--- src/rtl/rtc_wake_pkg.sv ---
package rtc_wake_pkg;

    // Number of compare channels; control and status bit layouts depend on it.
    localparam int NUM_MATCH = 2;

    // Word offsets of the register file. The order is fixed by the bus map.
    localparam int OFF_UP    = 0;
    localparam int OFF_DOWN  = 1;
    localparam int OFF_MATCH = 2;
    localparam int OFF_CTRL  = OFF_MATCH + NUM_MATCH;
    localparam int OFF_STAT  = OFF_CTRL + 1;
    localparam int OFF_KEY   = OFF_STAT + 1;

    // Control word, bit 7 down to bit 0.
    typedef struct packed {
        logic force_wake;   // 7
        logic halt;         // 6
        logic spare;        // 5, always zero
        logic soft_rst;     // 4
        logic wake_en1;     // 3
        logic wake_en0;     // 2
        logic irq_en1;      // 1
        logic irq_en0;      // 0
    } ctrl_t;

endpackage

--- src/rtl/rtc_count_core.sv ---
module rtc_count_core
    import rtc_wake_pkg::*;
#(
    parameter int W = 32
) (
    input  logic                          clk,
    input  logic                          rst_n,
    input  logic                          tick_i,
    input  logic                          run_i,
    input  logic                          clear_i,
    input  logic                          wr_up_i,
    input  logic                          wr_down_i,
    input  logic [W-1:0]                  wr_data_i,
    input  logic [NUM_MATCH-1:0][W-1:0]   match_i,
    output logic [W-1:0]                  up_o,
    output logic [W-1:0]                  down_o,
    output logic [NUM_MATCH-1:0]          hit_o
);

    typedef struct packed {
        logic [W-1:0] up;
        logic [W-1:0] down;
    } cnt_t;

    cnt_t       cnt_d, cnt_q;
    logic       step;
    logic [W-1:0] up_inc;

    always_comb begin
        step   = tick_i && run_i && !clear_i;
        up_inc = cnt_q.up + W'(1);
        cnt_d  = cnt_q;
        if (clear_i) begin
            cnt_d = '0;
        end else begin
            if (wr_up_i)       cnt_d.up = wr_data_i;
            else if (step)     cnt_d.up = up_inc;
            if (wr_down_i)     cnt_d.down = wr_data_i;
            else if (step)     cnt_d.down = cnt_q.down - W'(1);
        end
    end

    always_ff @(posedge clk) begin
        if (!rst_n) cnt_q <= '0;
        else        cnt_q <= cnt_d;
    end

    // One comparator per channel, evaluated only on a counting step.
    for (genvar k = 0; k < NUM_MATCH; k++) begin : g_cmp
        assign hit_o[k] = step && !wr_up_i && (up_inc == match_i[k]);
    end

    assign up_o   = cnt_q.up;
    assign down_o = cnt_q.down;

    assert_up_step_R2: assert property (@(posedge clk) disable iff (!rst_n)
        (tick_i && run_i && !clear_i && !wr_up_i) |=> (cnt_q.up == $past(cnt_q.up) + W'(1)));

    assert_halt_hold_R3: assert property (@(posedge clk) disable iff (!rst_n)
        (!run_i && !clear_i && !wr_up_i && !wr_down_i) |=> ($stable(cnt_q.up) && $stable(cnt_q.down)));

    assert_clear_zero_R10: assert property (@(posedge clk) disable iff (!rst_n)
        clear_i |=> (cnt_q.up == '0 && cnt_q.down == '0));

    assert_load_wins_R12: assert property (@(posedge clk) disable iff (!rst_n)
        (wr_up_i && !clear_i) |=> (cnt_q.up == $past(wr_data_i)));

endmodule

--- src/rtl/rtc_event_latch.sv ---
module rtc_event_latch
    import rtc_wake_pkg::*;
(
    input  logic                  clk,
    input  logic                  rst_n,
    input  logic                  clear_i,
    input  logic [NUM_MATCH-1:0]  hit_i,
    input  logic [NUM_MATCH-1:0]  irq_en_i,
    input  logic [NUM_MATCH-1:0]  wake_en_i,
    input  logic                  key_ok_i,
    input  logic                  force_i,
    input  logic                  clr_we_i,
    input  logic [NUM_MATCH:0]    clr_mask_i,
    output logic [NUM_MATCH:0]    status_o,
    output logic                  irq_o,
    output logic                  wake_o
);

    typedef struct packed {
        logic                 wake;
        logic [NUM_MATCH-1:0] flag;
    } evt_t;

    evt_t evt_d, evt_q;
    evt_t clr;

    always_comb begin
        clr   = clr_we_i ? evt_t'(clr_mask_i) : '0;
        evt_d = evt_q;
        if (clear_i) begin
            evt_d = '0;
        end else begin
            // A new event outranks a clear in the same cycle.
            evt_d.flag = (evt_q.flag & ~clr.flag) | hit_i;
            evt_d.wake = (evt_q.wake & ~clr.wake) | (key_ok_i && |(hit_i & wake_en_i));
        end
    end

    always_ff @(posedge clk) begin
        if (!rst_n) evt_q <= '0;
        else        evt_q <= evt_d;
    end

    assign status_o = evt_q;
    assign irq_o    = |(evt_q.flag & irq_en_i);
    assign wake_o   = evt_q.wake | force_i;

    assert_wake_keyed_R7: assert property (@(posedge clk) disable iff (!rst_n)
        !key_ok_i |=> (!evt_q.wake || $past(evt_q.wake)));

    assert_wake_sticky_R6: assert property (@(posedge clk) disable iff (!rst_n)
        (evt_q.wake && !clear_i && !(clr_we_i && clr_mask_i[NUM_MATCH])) |=> evt_q.wake);

    assert_flag_w1c_R9: assert property (@(posedge clk) disable iff (!rst_n)
        (clr_we_i && clr_mask_i[0] && !hit_i[0] && !clear_i) |=> !evt_q.flag[0]);

    assert_latch_clear_R10: assert property (@(posedge clk) disable iff (!rst_n)
        clear_i |=> (status_o == '0));

endmodule

--- src/rtl/rtc_scratch_mem.sv ---
module rtc_scratch_mem #(
    parameter int W     = 32,
    parameter int WORDS = 32,
    localparam int IW   = $clog2(WORDS)
) (
    input  logic          clk,
    input  logic          rst_n,
    input  logic          we_i,
    input  logic [IW-1:0] idx_i,
    input  logic [W-1:0]  wdata_i,
    output logic [W-1:0]  rdata_o
);

    logic [W-1:0] mem_d [WORDS];
    logic [W-1:0] mem_q [WORDS];

    always_comb begin
        for (int i = 0; i < WORDS; i++) mem_d[i] = mem_q[i];
        if (we_i) mem_d[idx_i] = wdata_i;
    end

    always_ff @(posedge clk) begin
        for (int i = 0; i < WORDS; i++) begin
            if (!rst_n) mem_q[i] <= '0;
            else        mem_q[i] <= mem_d[i];
        end
    end

    assign rdata_o = mem_q[idx_i];

    assert_mem_write_R1: assert property (@(posedge clk) disable iff (!rst_n)
        we_i |=> (mem_q[$past(idx_i)] == $past(wdata_i)));

endmodule

--- src/rtl/rtc_wake_timer.sv ---
module rtc_wake_timer
    import rtc_wake_pkg::*;
#(
    parameter int          DATA_W        = 32,
    parameter int          ADDR_W        = 6,
    parameter int          SCRATCH_BASE  = 32,
    parameter int          SCRATCH_WORDS = 32,
    parameter logic [31:0] UNLOCK_KEY    = 32'hB5C1_3F27
) (
    input  logic              clk,
    input  logic              rst_n,
    input  logic              sec_tick_i,
    input  logic [ADDR_W-1:0] bus_addr_i,
    input  logic              bus_we_i,
    input  logic [DATA_W-1:0] bus_wdata_i,
    output logic [DATA_W-1:0] bus_rdata_o,
    output logic              irq_o,
    output logic              wake_o
);

    localparam int SIDX_W  = $clog2(SCRATCH_WORDS);
    localparam int SCR_END = SCRATCH_BASE + SCRATCH_WORDS;

    typedef struct packed {
        logic [NUM_MATCH-1:0][DATA_W-1:0] match;
        ctrl_t                            ctrl;
        logic [DATA_W-1:0]                key;
    } regs_t;

    regs_t regs_d, regs_q;

    int                    aidx;
    logic                  in_scr;
    logic [SIDX_W-1:0]     sidx;
    logic                  we_up, we_down, we_stat, we_scr;
    logic [DATA_W-1:0]     up_w, down_w, scr_rdata;
    logic [NUM_MATCH-1:0]  hit_w;
    logic [NUM_MATCH:0]    status_w;
    logic                  key_ok;

    // Address decode.
    always_comb begin
        aidx    = int'(bus_addr_i);
        in_scr  = (aidx >= SCRATCH_BASE) && (aidx < SCR_END);
        sidx    = SIDX_W'(aidx - SCRATCH_BASE);
        we_up   = bus_we_i && (aidx == OFF_UP);
        we_down = bus_we_i && (aidx == OFF_DOWN);
        we_stat = bus_we_i && (aidx == OFF_STAT);
        we_scr  = bus_we_i && in_scr;
    end

    // Next-state of the configuration registers.
    always_comb begin
        regs_d = regs_q;
        if (bus_we_i) begin
            for (int k = 0; k < NUM_MATCH; k++) begin
                if (aidx == OFF_MATCH + k) regs_d.match[k] = bus_wdata_i;
            end
            if (aidx == OFF_CTRL) begin
                regs_d.ctrl       = ctrl_t'(bus_wdata_i[7:0]);
                regs_d.ctrl.spare = 1'b0;
            end
            if (aidx == OFF_KEY) regs_d.key = bus_wdata_i;
        end
    end

    always_ff @(posedge clk) begin
        if (!rst_n) regs_q <= '0;
        else        regs_q <= regs_d;
    end

    assign key_ok = (regs_q.key == DATA_W'(UNLOCK_KEY));

    rtc_count_core #(.W(DATA_W)) u_count (
        .clk       (clk),
        .rst_n     (rst_n),
        .tick_i    (sec_tick_i),
        .run_i     (!regs_q.ctrl.halt),
        .clear_i   (regs_q.ctrl.soft_rst),
        .wr_up_i   (we_up),
        .wr_down_i (we_down),
        .wr_data_i (bus_wdata_i),
        .match_i   (regs_q.match),
        .up_o      (up_w),
        .down_o    (down_w),
        .hit_o     (hit_w)
    );

    rtc_event_latch u_events (
        .clk        (clk),
        .rst_n      (rst_n),
        .clear_i    (regs_q.ctrl.soft_rst),
        .hit_i      (hit_w),
        .irq_en_i   ({regs_q.ctrl.irq_en1, regs_q.ctrl.irq_en0}),
        .wake_en_i  ({regs_q.ctrl.wake_en1, regs_q.ctrl.wake_en0}),
        .key_ok_i   (key_ok),
        .force_i    (regs_q.ctrl.force_wake),
        .clr_we_i   (we_stat),
        .clr_mask_i (bus_wdata_i[NUM_MATCH:0]),
        .status_o   (status_w),
        .irq_o      (irq_o),
        .wake_o     (wake_o)
    );

    rtc_scratch_mem #(.W(DATA_W), .WORDS(SCRATCH_WORDS)) u_scratch (
        .clk     (clk),
        .rst_n   (rst_n),
        .we_i    (we_scr),
        .idx_i   (sidx),
        .wdata_i (bus_wdata_i),
        .rdata_o (scr_rdata)
    );

    // Read multiplexer; unmapped words return zero.
    always_comb begin
        bus_rdata_o = '0;
        if (aidx == OFF_UP)   bus_rdata_o = up_w;
        if (aidx == OFF_DOWN) bus_rdata_o = down_w;
        for (int k = 0; k < NUM_MATCH; k++) begin
            if (aidx == OFF_MATCH + k) bus_rdata_o = regs_q.match[k];
        end
        if (aidx == OFF_CTRL) bus_rdata_o = DATA_W'(regs_q.ctrl);
        if (aidx == OFF_STAT) bus_rdata_o = DATA_W'(status_w);
        if (aidx == OFF_KEY)  bus_rdata_o = regs_q.key;
        if (in_scr)           bus_rdata_o = scr_rdata;
    end

    assert_srst_quiet_R10: assert property (@(posedge clk) disable iff (!rst_n)
        regs_q.ctrl.soft_rst |=> !irq_o);

    assert_srst_persist_R10: assert property (@(posedge clk) disable iff (!rst_n)
        (regs_q.ctrl.soft_rst && !(bus_we_i && aidx == OFF_CTRL)) |=> regs_q.ctrl.soft_rst);

endmodule

--- config.mk ---
export PLATFORM = sky130hd
export DESIGN_NAME = rtc_wake_timer
export DESIGN_NICKNAME = d
export VERILOG_FILES = /design/src/rtl/rtc_wake_pkg.sv /design/src/rtl/rtc_count_core.sv /design/src/rtl/rtc_event_latch.sv /design/src/rtl/rtc_scratch_mem.sv /design/src/rtl/rtc_wake_timer.sv
export SDC_FILE = /design/constraint.sdc
export NUM_CORES = 2
export LEC_CHECK = 0
export ABC_CLOCK_PERIOD_IN_PS = 4300
export CAP_MARGIN = 20
export CORE_UTILIZATION = 40
export DETAILED_ROUTE_END_ITERATION = 12
export DONT_BUFFER_PORTS = 1
export HOLD_SLACK_MARGIN = 0.05
export SYNTH_ARGS = -nofsm -noshare
export SYNTH_HDL_FRONTEND = slang
export SYNTH_SLANG_ARGS = --single-unit
--- constraint.sdc ---
create_clock -name clk -period 4.3 [get_ports clk]
set_input_delay 0.215 -clock clk [delete_from_list [all_inputs] [get_ports clk]]
set_output_delay 0.215 -clock clk [all_outputs]
set_load 0.02 [all_outputs]
Yosys cells after proc, flatten, opt, wreduce, memory -nomap -nowiden
Memory sizes are Yosys's and may differ from the RTL's.
Cells that the tools add are included.
{"block": "totals", "out_inout_bits": 34, "mem_bits_rw": 1024, "wordCells": 149, "regBits": 170, "inputBits": 42, "mem_count": 1}
{"memory": "u_scratch.mem_q", "words": 32, "word_bits": 32, "rd": 33, "rd_clocked_by_memory_dff": 0, "wr": 32, "line_no": "rtc_scratch_mem.sv:15", "rtl": "logic [W-1:0] mem_q [WORDS];"}
{"block": "classes", "n_reduce_logical": 25, "n_bitwise": 43, "n_lt_le_gt_ge": 3, "n_addsub": 3, "n_eq_ne": 9, "mux": 51}
{"cell": "2-to-1 mux 32 bit", "count": 45}
{"cell": "bitwise mux 1024 bit", "count": 1}
{"cell": "2-to-1 mux 1024 bit", "count": 1}
{"cell": "demux 32 bit (select 5 bit)", "count": 1}
{"cell": "equality test 32 bit", "count": 2}
{"cell": "bitwise OR 1 bit", "count": 34}
{"cell": "adder 32 x 1 -> 32 bit, second input constant", "count": 1}
{"cell": "equality test 32 bit, second input constant", "count": 1}
{"cell": "zero test 32 bit", "count": 1}
{"cell": "subtractor 32 x 1 -> 32 bit, second input constant", "count": 1}
{"cell": "equality test 6 x 4 -> 1 bit, second input constant", "count": 3}
{"cell": "equality test 6 x 3 -> 1 bit, second input constant", "count": 2}
{"cell": "greater-or-equal comparator 6 bit, second input constant", "count": 2}
{"cell": "logical AND 1 bit", "count": 11}
{"cell": "AND reduction 2 bit", "count": 4}
{"cell": "AND 2 bit", "count": 3}
{"cell": "equality test 6 x 2 -> 1 bit, second input constant", "count": 1}
{"cell": "zero test 6 bit", "count": 1}
{"cell": "< comparator 6 x 1 -> 1 bit, second input constant", "count": 1}
{"cell": "inverter 5 -> 6 bit", "count": 1}
{"cell": "OR reduction 2 bit", "count": 3}
{"cell": "subtractor 5 x 1 -> 5 bit, second input constant", "count": 1}
{"cell": "nonzero test 2 bit", "count": 2}
{"cell": "zero test 1 bit", "count": 3}
{"cell": "other kinds (6)", "count": 8}

Depth between registers and ports, before layout
{"block": "depth", "depth_word": 9, "depth_mapped": 12, "depth_no_buf": 10}

By module
A second synthesis with hierarchy kept.
{"block": "hier_totals", "hier_cells": 6942, "hier_area_um2": 57274.9}
{"mod": "rtc_scratch_mem", "area_per_inst_um2": 46056.7, "instances": 1, "cells_each": 5608, "seq_area_each_um2": 20499.7}
{"mod": "rtc_wake_timer", "area_per_inst_um2": 5769.3, "instances": 1, "cells_each": 624, "seq_area_each_um2": 2062.0}
{"mod": "rtc_count_core", "area_per_inst_um2": 5293.8, "instances": 1, "cells_each": 696, "seq_area_each_um2": 1281.2}
{"mod": "rtc_event_latch", "area_per_inst_um2": 155.1, "instances": 1, "cells_each": 14, "seq_area_each_um2": 60.1}

Worst setup path before layout
OpenSTA, ideal clock, no wires.
{"block": "synth_timing", "kind": "reg-to-reg", "from": "register u_count.cnt_q (netlist bit u_count.up_o[1])", "to": "register u_events.evt_q (netlist bit u_events.status_o[2])", "setup_ps": 67, "slack_ps": 954, "path_stages_with_launch": 13, "arrival_time_ps": 3278, "path_buffers": 2, "path_cell_list": "dfxtp_1 > ha_1 > buf_4 > nand4_4 > or3_1 > buf_6 > nor3_4 > xnor2_1 > a2111o_1 > or4b_1 > or4_1 > o22a_1 > o21ai_2"}
{"block": "synth_via", "elab_chain_len": 7}
{"element": "start, declared", "line_no": "rtc_count_core.sv:25", "rtl": "cnt_t cnt_d, cnt_q;"}
{"element": "start signal, assigned", "line_no": "rtc_count_core.sv:45", "rtl": "else cnt_q <= cnt_d;"}
{"element": "adder 32 x 1 -> 32 bit *", "line_no": "rtc_count_core.sv:31", "rtl": "up_inc = cnt_q.up + W'(1);"}
{"element": "equality test 32 bit", "line_no": "rtc_count_core.sv:50", "rtl": "assign hit_o[k] = step && !wr_up_i && (up_inc == match_i[k]);"}
{"element": "logical AND 1 bit", "line_no": "rtc_count_core.sv:50"}
{"element": "AND 2 bit *", "line_no": "rtc_event_latch.sv:35", "rtl": "evt_d.wake = (evt_q.wake & ~clr.wake) | (key_ok_i && |(hit_i & wake_en_i));"}
{"element": "OR reduction 2 bit *", "line_no": "rtc_event_latch.sv:35"}
{"element": "logical AND 1 bit *", "line_no": "rtc_event_latch.sv:35"}
{"element": "bitwise OR 1 bit *", "line_no": "rtc_event_latch.sv:35"}
{"element": "end signal, assigned", "line_no": "rtc_event_latch.sv:41", "rtl": "else evt_q <= evt_d;"}
{"element": "end, declared", "line_no": "rtc_event_latch.sv:24", "rtl": "evt_t evt_d, evt_q;"}
Every way passes the cells marked *; elsewhere a longest branch is shown, timed or not.
A chain may end at the register's enable or synchronous reset.

Worst setup path after layout
Ends and elaborated chain as after synthesis.

==> impl_metrics.py <==
metrics = {
    "floorplanning": {
        "die_height_um": 378,
        "die_w_um": 378,
        "starting_density_of_the_core": 0.404,
        "ios": 76,
        "core_area_um2": 140000,
        "num_rows": 137,
        "design.die.area_um2": 143000,
    },
    "cts": {
        "cts.sinks": 1194,
        "clk-insertion-delay-late_ps": 780,
        "reg_clk_slew_reported_paths_ps": 60,
        "cts_root_buf": "clkbuf_16",
        "cts_buffers": 133,
        "cts_htree_levels": 4,
        "clk_path_buf_depth": 3,
        "ctsResizeCount": 0,
        "cts_tree": "yes",
    },
    "synthesis": {
        "ys_top_cells_by_count": "nand2_1, dfxtp_1, a21boi_0",
        "synth-seq-area-share": 0.423,
        "netlist-cell-type-count": 73,
        "synth_edf_count": 0,
        "ys_ff_latch": 1194,
        "synth.top_cells.by_area": "dfxtp_1, nand2_1, a21boi_0, mux4_2, clkbuf_1",
        "post-synth-top-count-cell": "nand2_1",
        "postSynthNetCount": 6532,
        "synthDominantCellAreaShare": 0.423,
        "async_reset_ff_frac": 0,
        "avg_inst_size_synth_um2": 8.71,
        "ys.warnings.count": 0,
        "synth_area_um2": 56500,
        "synth_top_area_cell": "dfxtp_1",
        "synth_top_flop_cell": "dfxtp_1",
        "synthesis.instances": 6488,
    },
    "grt": {
        "grt.total_usage": 0.291,
        "grt_pass1_wl_mm": 313,
        "grt_start_max_net_pins": 769,
        "antenna_found_initial": 3,
        "via_count_of_the_first_global_routing_pass": 49600,
        "grt-ovfl-total": 0,
    },
    "drt": {
        "dr_total_vias": 50400,
        "wl_mm": 211,
        "drc_errors": 0,
        "wl_per_cell_um": 23.6,
        "detail_route.iter0.violations": 5553,
        "firstDrtPassIters": 6,
        "drt.antenna.violating_nets": 0,
        "detail_route.vias_per_cell": 5.63,
    },
    "sta": {
        "unrepaired_setup_endpoints_after_global_routing": "no",
        "fin_skew_ps": 17.9,
        "max_clock_freq_mhz": 250,
        "layout_worst_path_cycle_share": 0.932,
        "timing.final.max_slew_violations": 490,
        "timing.hold.ws_ps": 126,
        "final_hold_viol_count": 0,
        "setup_viol": 0,
        "worst_pin_slew_ps": 1860,
        "slew-limit-headroom": -0.243,
        "final_critical_path_required_period_ps": 4010,
        "setup_total_negative_slack_ps": 0,
    },
    "critical_path": {
        "critical_path_class": "reg -> reg",
        "worstPathArrival_ps": 4720,
        "worst-path-stages": 10,
        "crit_family": "simple AND/OR/NAND/NOR gates",
        "start_kind": "register",
        "cp_slowest_cell": "or4_1",
        "worst-path-buf-inv": 0,
        "crit_required_ps": 5010,
        "crit_path_cell_trace": "ha_1, nand4_4, or3_1, nor3_4, xnor2_1, a2111o_1, or4b_1, or4_1, o22a_1, o21ai_2",
        "cpPeakStageDelay_ps": 600,
        "worstSetupEndpointType": "register",
        "path_max_fanout": 8,
        "rr_worst_depth": 10,
    },
    "run_status": {
        "violations_in_the_final_reports": "slew limit",
        "status": "complete, but fails checks",
    },
    "finish": {
        "layout.cells.non_filler": 8942,
        "final_layout_size_suffix_gt1_frac": 0.105,
        "n_fill_cell": 12900,
        "layout-area-overhead-vs-synth_pct": 25.8,
        "layout.nets": 7010,
    },
    "min_path": {
        "min_path_cells": 4,
        "min-delay-path-class": "in -> reg",
    },
    "placement": {
        "dp_cells": 7832,
        "gp_routability_congestion": 0.925,
        "port_buffers": 0,
        "place_hpwl_mm": 112,
    },
    "pwr": {
        "leakage_power_nw": 25.2,
        "power_density_nw_per_um2": 338,
        "irDropWorstVdd_mv": 0.329,
    },
    "flow_run": {
        "max_cap_viol_count": 0,
    },
}
-- path summary, 6_finish.rpt --
path,slack (ps),from,to
min,130,bus_we_i,u_count.up_o[21]
max,290,u_count.up_o[1],u_events.status_o[2]
max reg2reg,290,u_count.up_o[1],u_events.status_o[2]
min reg2reg,460,u_scratch.mem_q[19][1],u_scratch.mem_q[19][1]
-- report_power, final --
part / internal, mW / switching (mW) / total (mW)
logic: 0.662 / 0.746 / 1.41
clock network: 6.52 / 4.83 / 11.3
registers: 11.2 / 0.110 / 11.3
total: 18.3 / 5.69 / 24.0
-- flip-flops by register name, summed over array words and instances, names as in the netlist --
register / flops
u_count.down_o: 32
u_scratch.mem_q: 1024
u_events.status_o: 3
u_count.up_o: 32
regs_q: 103
-- layout by cell type (no fill, tap or decap), types with 62 or more instances in the layout --
| cell type | n |
|---|---|
| xnor2_1 | 78 |
| nand2_1 | 2317 |
| a21boi_0 | 1120 |
| mux4_2 | 322 |
| clkbuf_16 | 135 |
| nor2_1 | 154 |
| a211oi_1 | 90 |
| dfxtp_1 | 1194 |
| buf_4 | 95 |
| dlygate4sd3_1 | 837 |
| mux2i_1 | 62 |
| a21oi_1 | 70 |
-- per-stage QoR --
step	power (mW)	util	cell area [µm²]	worst slack (ps)
after detailed placement	12.4	0.412	57600	322
after global placement	12.4	0.412	57600	378
after global routing	24.6	0.508	71100	142
final	24.0	0.508	71100	294
after CTS	24.1	0.507	71000	311
after floorplan	12.6	-	56500	954
-- repair_timing --
item,CTS,global route
hold buffers,870,0
hold endpoints to repair,1194,0
setup buffers,0,0
-- tightest hold or removal path: cells and delay by family --
family          cells  cell delay [ps]
simple gates        2              230
compound gates      1               50
buf+inv             1              340
-- cell type report --
type,count,area (µm²),share of cell area
Antenna cell,1,2.50,0.0000352
Clock buffer,201,3860,0.0542
Clock inverter,33,394,0.00554
Inverter,10,37.5,0.000528
Multi-Input combinational cell,4651,30500,0.429
Sequential cell,1194,23900,0.336
Tap cell,1876,2350,0.0330
Timing Repair Buffer,976,10100,0.141
-- cell families after synthesis --
family,share of synthesized area
AO/OA/AOI/OAI,0.180
multiplexers,0.141
adder cells (fa/ha/maj),0.000443
flip-flops,0.423
AND/OR/NAND/NOR,0.192
XOR/XNOR,0.0199
buffers and inverters,0.0436
-- per-layer routing --
layer	share of wire	track usage	routed length, µm	vias to the layer above
met5	0.00011	0	23	-
met1	0.42	0.392	87800	24700
li1	-	-	-	22900
met3	0.092	0.0545	19400	465
met2	0.44	0.447	93800	2268
met4	0.047	0.140	9920	4
Note: power is estimated with default switching activity, not from simulation.
